[src/rtl/fault_latch_pkg.sv]
package fault_latch_pkg;

    parameter int REG_W   = 16;
    parameter int EVT_N   = 10;
    parameter int WARN_N  = 2;
    parameter int ADDR_W  = 2;

    localparam int PAD_W = REG_W - EVT_N;

    localparam logic [ADDR_W-1:0] ADR_STATUS = ADDR_W'(0);
    localparam logic [ADDR_W-1:0] ADR_MASK   = ADDR_W'(1);

    localparam logic [REG_W-1:0] MASK_RST = 16'h0049;

    typedef enum logic {
        RESP_HICCUP   = 1'b0,
        RESP_LATCHOFF = 1'b1
    } resp_e;

    typedef struct packed {
        logic             wr_stat;
        logic             wr_mask;
        logic [REG_W-1:0] data;
    } regwr_t;

    function automatic logic [REG_W-1:0] widen(input logic [EVT_N-1:0] v);
        return {{PAD_W{1'b0}}, v};
    endfunction

    function automatic logic [REG_W-1:0] live_bits();
        return {{PAD_W{1'b0}}, {EVT_N{1'b1}}};
    endfunction

endpackage

[src/rtl/flg_decode.sv]
module flg_decode
    import fault_latch_pkg::*;
(
    input  logic [ADDR_W-1:0] reg_addr,
    input  logic              reg_we,
    input  logic [REG_W-1:0]  reg_wdata,
    input  logic [REG_W-1:0]  status_q,
    input  logic [REG_W-1:0]  mask_q,
    output regwr_t            wr,
    output logic [REG_W-1:0]  rdata
);

    always_comb begin
        wr.wr_stat = reg_we && (reg_addr == ADR_STATUS);
        wr.wr_mask = reg_we && (reg_addr == ADR_MASK);
        wr.data    = reg_wdata;
    end

    always_comb begin
        unique case (reg_addr)
            ADR_STATUS: rdata = status_q;
            ADR_MASK:   rdata = mask_q;
            default:    rdata = '0;
        endcase
    end

endmodule

[src/rtl/flg_status.sv]
module flg_status
    import fault_latch_pkg::*;
(
    input  logic             clk,
    input  logic             rst,
    input  logic [EVT_N-1:0] evt,
    input  logic             clr_all,
    input  regwr_t           wr,
    output logic [REG_W-1:0] status_q
);

    logic [REG_W-1:0] evt_w;
    logic [REG_W-1:0] kept;
    logic [REG_W-1:0] status_d;

    always_comb begin
        evt_w = widen(evt);
        if (clr_all)
            kept = '0;
        else if (wr.wr_stat)
            kept = status_q & wr.data;
        else
            kept = status_q;
        status_d = (kept | evt_w) & live_bits();
    end

    always_ff @(posedge clk) begin
        if (rst)
            status_q <= '0;
        else
            status_q <= status_d;
    end

    // an event is always recorded on the next edge
    a_r2_event_sets: assert property (@(posedge clk) disable iff (rst)
        1'b1 |=> ((status_q & $past(widen(evt))) == $past(widen(evt))));

    // without clearing, set bits persist
    a_r3_sticky: assert property (@(posedge clk) disable iff (rst)
        (!clr_all && !wr.wr_stat) |=> ((status_q & $past(status_q)) == $past(status_q)));

    // clear-all with no event empties the word
    a_r5_clear_all: assert property (@(posedge clk) disable iff (rst)
        (clr_all && evt == '0) |=> (status_q == '0));

    // upper bits never set
    a_r7_unused_zero: assert property (@(posedge clk) disable iff (rst)
        (status_q[REG_W-1:EVT_N] == '0));

endmodule

[src/rtl/flg_mask.sv]
module flg_mask
    import fault_latch_pkg::*;
(
    input  logic             clk,
    input  logic             rst,
    input  regwr_t           wr,
    output logic [REG_W-1:0] mask_q
);

    always_ff @(posedge clk) begin
        if (rst)
            mask_q <= MASK_RST;
        else if (wr.wr_mask)
            mask_q <= wr.data & live_bits();
    end

    // bits above the event range stay zero
    a_r8_mask_unused: assert property (@(posedge clk) disable iff (rst)
        (mask_q[REG_W-1:EVT_N] == '0));

    // without a mask write the mask holds
    a_r8_mask_hold: assert property (@(posedge clk) disable iff (rst)
        !wr.wr_mask |=> $stable(mask_q));

endmodule

[src/rtl/flg_protect.sv]
module flg_protect
    import fault_latch_pkg::*;
(
    input  logic             clk,
    input  logic             rst,
    input  logic [EVT_N-1:0] evt,
    input  logic [REG_W-1:0] mask_q,
    input  logic [EVT_N-1:0] resp_sel,
    output logic             protect_req,
    output resp_e            protect_mode
);

    logic [EVT_N-1:0] fired;

    for (genvar g = 0; g < EVT_N; g++) begin : g_fire
        if (g < WARN_N) begin : g_warn
            assign fired[g] = 1'b0;
        end else begin : g_fault
            assign fired[g] = evt[g] & ~mask_q[g];
        end
    end

    always_ff @(posedge clk) begin
        if (rst) begin
            protect_req  <= 1'b0;
            protect_mode <= RESP_HICCUP;
        end else begin
            protect_req  <= |fired;
            protect_mode <= (|(fired & resp_sel)) ? RESP_LATCHOFF : RESP_HICCUP;
        end
    end

    // a cycle with no unmasked fault yields no request
    a_r9_masked_quiet: assert property (@(posedge clk) disable iff (rst)
        ((evt[EVT_N-1:WARN_N] & ~mask_q[EVT_N-1:WARN_N]) == '0) |=> !protect_req);

    // warnings alone never request protection
    a_r10_warn_quiet: assert property (@(posedge clk) disable iff (rst)
        (evt[EVT_N-1:WARN_N] == '0) |=> !protect_req);

    // latch-off only accompanies a request
    a_r11_mode_with_req: assert property (@(posedge clk) disable iff (rst)
        (protect_mode == RESP_LATCHOFF) |-> protect_req);

endmodule

[src/rtl/fault_latch_guard.sv]
module fault_latch_guard
    import fault_latch_pkg::*;
(
    input  logic              clk,
    input  logic              rst,
    input  logic [EVT_N-1:0]  evt,
    input  logic [ADDR_W-1:0] reg_addr,
    input  logic              reg_we,
    input  logic [REG_W-1:0]  reg_wdata,
    output logic [REG_W-1:0]  reg_rdata,
    input  logic              clr_all,
    input  logic [EVT_N-1:0]  resp_sel,
    output logic              protect_req,
    output logic              protect_mode
);

    regwr_t           wr;
    logic [REG_W-1:0] status_q;
    logic [REG_W-1:0] mask_q;
    resp_e            mode_e;

    flg_decode u_decode (
        .reg_addr  (reg_addr),
        .reg_we    (reg_we),
        .reg_wdata (reg_wdata),
        .status_q  (status_q),
        .mask_q    (mask_q),
        .wr        (wr),
        .rdata     (reg_rdata)
    );

    flg_status u_status (
        .clk      (clk),
        .rst      (rst),
        .evt      (evt),
        .clr_all  (clr_all),
        .wr       (wr),
        .status_q (status_q)
    );

    flg_mask u_mask (
        .clk    (clk),
        .rst    (rst),
        .wr     (wr),
        .mask_q (mask_q)
    );

    flg_protect u_protect (
        .clk          (clk),
        .rst          (rst),
        .evt          (evt),
        .mask_q       (mask_q),
        .resp_sel     (resp_sel),
        .protect_req  (protect_req),
        .protect_mode (mode_e)
    );

    assign protect_mode = (mode_e == RESP_LATCHOFF);

    // writes to unmapped addresses touch neither word
    a_r12_unmapped: assert property (@(posedge clk) disable iff (rst)
        (reg_we && reg_addr != ADR_STATUS && reg_addr != ADR_MASK && evt == '0 && !clr_all)
        |=> ($stable(status_q) && $stable(mask_q)));

endmodule

[config.mk]
export PLATFORM = sky130hd
export DESIGN_NAME = fault_latch_guard
export DESIGN_NICKNAME = d
export VERILOG_FILES = /design/src/rtl/fault_latch_pkg.sv /design/src/rtl/flg_decode.sv /design/src/rtl/flg_status.sv /design/src/rtl/flg_mask.sv /design/src/rtl/flg_protect.sv /design/src/rtl/fault_latch_guard.sv
export SDC_FILE = /design/constraint.sdc
export NUM_CORES = 1
export LEC_CHECK = 0
export BUFFER_PORTS_ARGS = -buffer_cell sky130_fd_sc_hd__buf_2
export CORE_AREA = 10 10 63 65
export CTS_CLUSTER_SIZE = 14
export DETAILED_ROUTE_END_ITERATION = 10
export DIE_AREA = 0 0 73 75
export PLACE_DENSITY = 0.79
export SYNTH_ARGS = -nofsm -noshare
export SYNTH_HDL_FRONTEND = slang
export SYNTH_SLANG_ARGS = --single-unit
export TNS_END_PERCENT = 20
[constraint.sdc]
create_clock -name clk -period 1.1 [get_ports clk]
set_input_delay 0.165 -clock clk [delete_from_list [all_inputs] [get_ports clk]]
set_output_delay 0.165 -clock clk [all_outputs]
set_load 0.02 [all_outputs]
### After elaboration in Yosys (flattened, before gate mapping)

Cells that the tools add are included.

| word-level totals | value |
|---|---|
| RAM bits | 0 |
| bits in read-only memories | 0 |
| input port bits | 42 |
| flip-flop bits (word level) | 22 |
| bits in latches | 0 |
| memories kept | 0 |

| cells by class | value |
|---|---|
| add/subtract/negate cells | 0 |
| order comparisons | 0 |
| reductions and logical operators | 5 |
| bitwise operators | 19 |
| shift operators | 0 |
| multiplexer cells | 4 |
| eq/ne operators | 1 |
| $mul | 0 |
| div/mod/pow operators | 0 |

Operators with widths:

| operator | count |
|---|---|
| $and 10x10->10 | 2 |
| $mux 10 | 2 |
| $pmux 10 s2 | 1 |
| $or 10x10->10 | 1 |
| $reduce_or 10->1 | 1 |
| $and 1x1->1 | 8 |
| $not 1->1 | 8 |
| $reduce_or 8->1 | 1 |
| $eq 2x1->1 const B | 1 |
| $logic_and 1x1->1 | 2 |
| $logic_not 2->1 | 1 |
| $mux 1 | 1 |

### Longest topological paths before layout

| depth | value |
|---|---|
| depth in word-level cells | 5 |
| gate-level depth with buffers | 4 |
| depth with buffers taken out | 3 |

### Modules after synthesis

From an unflattened synthesis, not the netlist that was laid out.

| unflattened totals | value |
|---|---|
| cells, all modules | 160 |
| area, all modules | 1397.6 um2 |

By module, submodules not included:

| module | times used | cells each | area each (um2) | sequential area each (um2) |
|---|---|---|---|---|
| flg_status | 1 | 49 | 419.2 | 200.2 |
| flg_mask | 1 | 39 | 410.4 | 200.2 |
| flg_decode | 1 | 54 | 399.1 | 0.0 |
| flg_protect | 1 | 18 | 168.9 | 40.0 |

### Least setup slack after synthesis

No wires, ideal clock.

| timing path | value |
|---|---|
| path kind | input port to flip-flop |
| start | input reg_addr[1] |
| end | register u_status.status_q[2] |
| stages on the path | 4 |
| data arrival time | 0.852 ns |
| path slack | 0.115 ns |
| required time | 0.968 ns |
| cells stage by stage | or3b_1 > buf_6 > o21ai_2 > a21oi_1 |

| between the ends | value |
|---|---|
| longest elaborated chain between the ends | 5 |

Ends and longest elaborated chain:

| element | line | source |
|---|---|---|
| start, declared | fault_latch_guard.sv:7 | `input logic [ADDR_W-1:0] reg_addr,` |
| $logic_not 2->1 | flg_decode.sv:14 | `wr.wr_stat = reg_we && (reg_addr == ADR_STATUS);` |
| $logic_and 1x1->1 | flg_decode.sv:14 |  |
| $mux 10 | flg_status.sv:20 | `else if (wr.wr_stat)` |
| $mux 10 | flg_status.sv:18 | `if (clr_all)` |
| $or 10x10->10 | flg_status.sv:24 | `status_d = (kept \| evt_w) & live_bits();` |
| end signal, assigned | flg_status.sv:31 | `status_q <= status_d;` |
| end, declared | flg_status.sv:9 | `output logic [REG_W-1:0] status_q` |

No other way between the ends.
A chain may end at the register's enable or synchronous reset.

### Final worst setup path

| timing path | value |
|---|---|
| start | register u_mask.mask_q[5] |
| end | output reg_rdata[5] |

| between the ends | value |
|---|---|
| longest elaborated chain between the ends | 1 |

Ends and longest elaborated chain:

| element | line | source |
|---|---|---|
| start, declared | flg_mask.sv:7 | `output logic [REG_W-1:0] mask_q` |
| start signal, assigned | flg_mask.sv:14 | `mask_q <= wr.data & live_bits();` |
| $pmux 10 s2 | flg_decode.sv:20 | `unique case (reg_addr)` |
| end, declared | fault_latch_guard.sv:10 | `output logic [REG_W-1:0] reg_rdata,` |

No other way between the ends.

==> results.md <==
* Detailed Route Iter0 Violations at 20
* Largest net degree at the start of global routing at 23
* Die X-Extent at 73 um
* Max-slew violation count at 0
* Antenna violations before repair at 0
* Setup WS post-layout at -106 ps
* Die area at 0.00548 mm2
* Post-DP Area at 0.00144 mm2
* First drt pass iteration count at 4
* Fill cells at 271
* Ys async rst share at 0%
* Average cell area after synthesis at 8.07 um2
* Synth top area share at 37.9%
* Final critical-path share of the clock period at 110%
* Max-cap viol count at 0
* Main flop type after synthesis: dfxtp_1
* Antenna-violating nets left at 0
* Mapped Cells at 144
* Clock skew at 12.8 ps
* Area taken by flip-flops and latches at 453 um2
* Adder-Cell Fraction of Synth Area at 0%
* Post-synth cell types at 21
* Vias in the first global route at 1136
* Worst hold slack at 81.8 ps
* Max clock buf depth at 2
* Crit start category: flip-flop
* Synth-to-Final Area Change at 31.1%
* Endpoints failing setup at 10
* Ys Warns at 0
* Mux cell area share after synthesis at 8.61%
* Setup crit end kind: output pin
* Design area at 0.00152 mm2
* Worst Path Max Fanout at 3
* CTS Sinks at 22
* CP required at 940 ps
* GRT overflow at 0
* Most common cell in the netlist: dfxtp_1
* Pwr per Cell Area at 1210 mW/mm2
* Placement Rows at 19
* Layout cells sized above 1 at 40.2%
* Initial core utilization at 42.9%
* Clk Latency, worst-skew pair at 310 ps
* Wire per inst at 14.3 um
* Multi-input gate area at 628 um2
* Vias/cell at 4.87
* Seq/Total Area, Yosys at 37.9%
* WS Path Type: reg -> out
* Clock tree from TritonCTS: done
* Peak Freq at 829 MHz
* Clk slew on worst S/H paths at 130 ps
* Global Route Usage Sum at 11.3%
* Final min period at 1210 ps
* Compound-Gate Fraction of Synth Area at 19.5%
* Yosys top cell by area: dfxtp_1
* Flops & latches, synth at 22
* Global placer's final weighted congestion at 0.768
* Failing checks: negative setup slack
* Worst path arrival time at 1040 ps
* First-pass GRT wire length at 5130 um
* Most instantiated cells after synthesis: 22 x dfxtp_1, 20 x nand2_1, 18 x a21oi_1
* Post-Synth Simple-Gate Area at 23.5%
* RSZ-0062 raised after global routing: true
* Fin. Hold Viols at 0
* Max IR drop VDD at 0.872 mV
* Leakage power at 0.726 nW
* Worst hold path type: in -> reg
* H-tree levels at 1
* Root Driver: clkbuf_4
* Status: complete, but fails checks
* CTS buffer count at 3
* Diode count at 0
* DRC viols at 0
* Final #Nets at 237
* Post-DP HPWL at 2480 um
* Routed wire length at 3230 um
* IO Port Bufs at 45
* Largest cells by area after synthesis: dfxtp_1 38%, nor2b_1 9.1%, mux2i_1 8.6%, a21oi_1 7.8%, o21ai_2 7.5%
* Mapped cell area at 0.00116 mm2
* Placeable Area at 0.00271 mm2
* Die span in y at 75 um
* Largest family of logic cells by synthesized area: simple AND/OR/NAND/NOR gates
* Number of flops mapped to enable cells by yosys at 0
* Post-Synth XOR/XNOR Area at 0%
* Ports at 60
* Vias at 1095
path summary, 6_finish.rpt:
path | startpoint | endpoint | slack (ps) | cells past startpoint
hold / removal | evt[9] | u_status.status_q[9] | 80 | 3
setup reg to reg | u_mask.mask_q[7] | u_protect.protect_req | 130 | 3
hold reg to reg | u_mask.mask_q[4] | u_mask.mask_q[4] | 470 | 2
setup / recovery | u_mask.mask_q[5] | reg_rdata[5] | -110 | 3
critical path, cell delays in order (launching register included):
cell,delay [ps]
dfxtp_2,350
mux2i_1,150
nor2_1,70
buf_4,160
power by group:
group	internal, mW	switching [mW]	total, mW
registers	0.843	0.0204	0.863
clock network	0.368	0.249	0.617
logic	0.161	0.203	0.364
layer usage:
metal	GRT usage, %	part of all wire [%]
met4	1.27	0
met5	0	0
met3	4.34	8.2
met2	20.2	50
met1	12.8	42
registers in the layout (all words and copies together), names as in the netlist:
signal,count
u_protect.protect_req,1
u_status.status_q,10
u_protect.protect_mode,1
u_mask.mask_q,10
what timing repair did:
action                     CTS  global route
hold buffers                 0             0
gates resized for setup     16             6
setup endpoints to repair   10            11
pin swaps                    1             1
setup buffers                0             0
layout by cell type, fill, tap and decap left out, drive strengths merged, types with 3 or more instances in the layout:
cell    synthesis  layout
mux2i          10      10
conb            1       6
a22oi           3       3
nor2           10      10
dfxtp          22      22
a21oi          18      18
buf             9      53
nor2b          17      17
o21ai          10      10
nand3b          4       4
nand2          20      20
inv            11      11
clkbuf          3       3
per-stage QoR:
stage               total power [mW]  util [%]  setup TNS, ps  std cells  setup WS (ps)
floorplan                       1.09         -              0        149            115
global placement                1.22      53.0           -511        222          -53.0
detailed placement              1.23      53.0           -617        222          -68.6
CTS                             1.85      55.7           -654        225          -97.9
global route                    1.94      56.2          -1280        225           -169
finish                          1.84      56.2           -588        225           -106
area by class of cell:
type                    instances  share of cell area [%]
clock inverters                 1                    1.97
well taps                      31                    2.55
inverters                      11                    2.71
flip-flops and latches         22                    29.7
repair buffers                 53                    20.4
multi-input cells             104                    41.2
clock buffers                   3                    1.48
cells by family (layout without fill, tap and decap cells):
group,after synthesis,count (layout)
simple gates,54,54
other cells,1,6
buf+inv,23,68
flops,22,22
mux,10,10
compound gates,34,34
(Power assumes the default switching activity.)
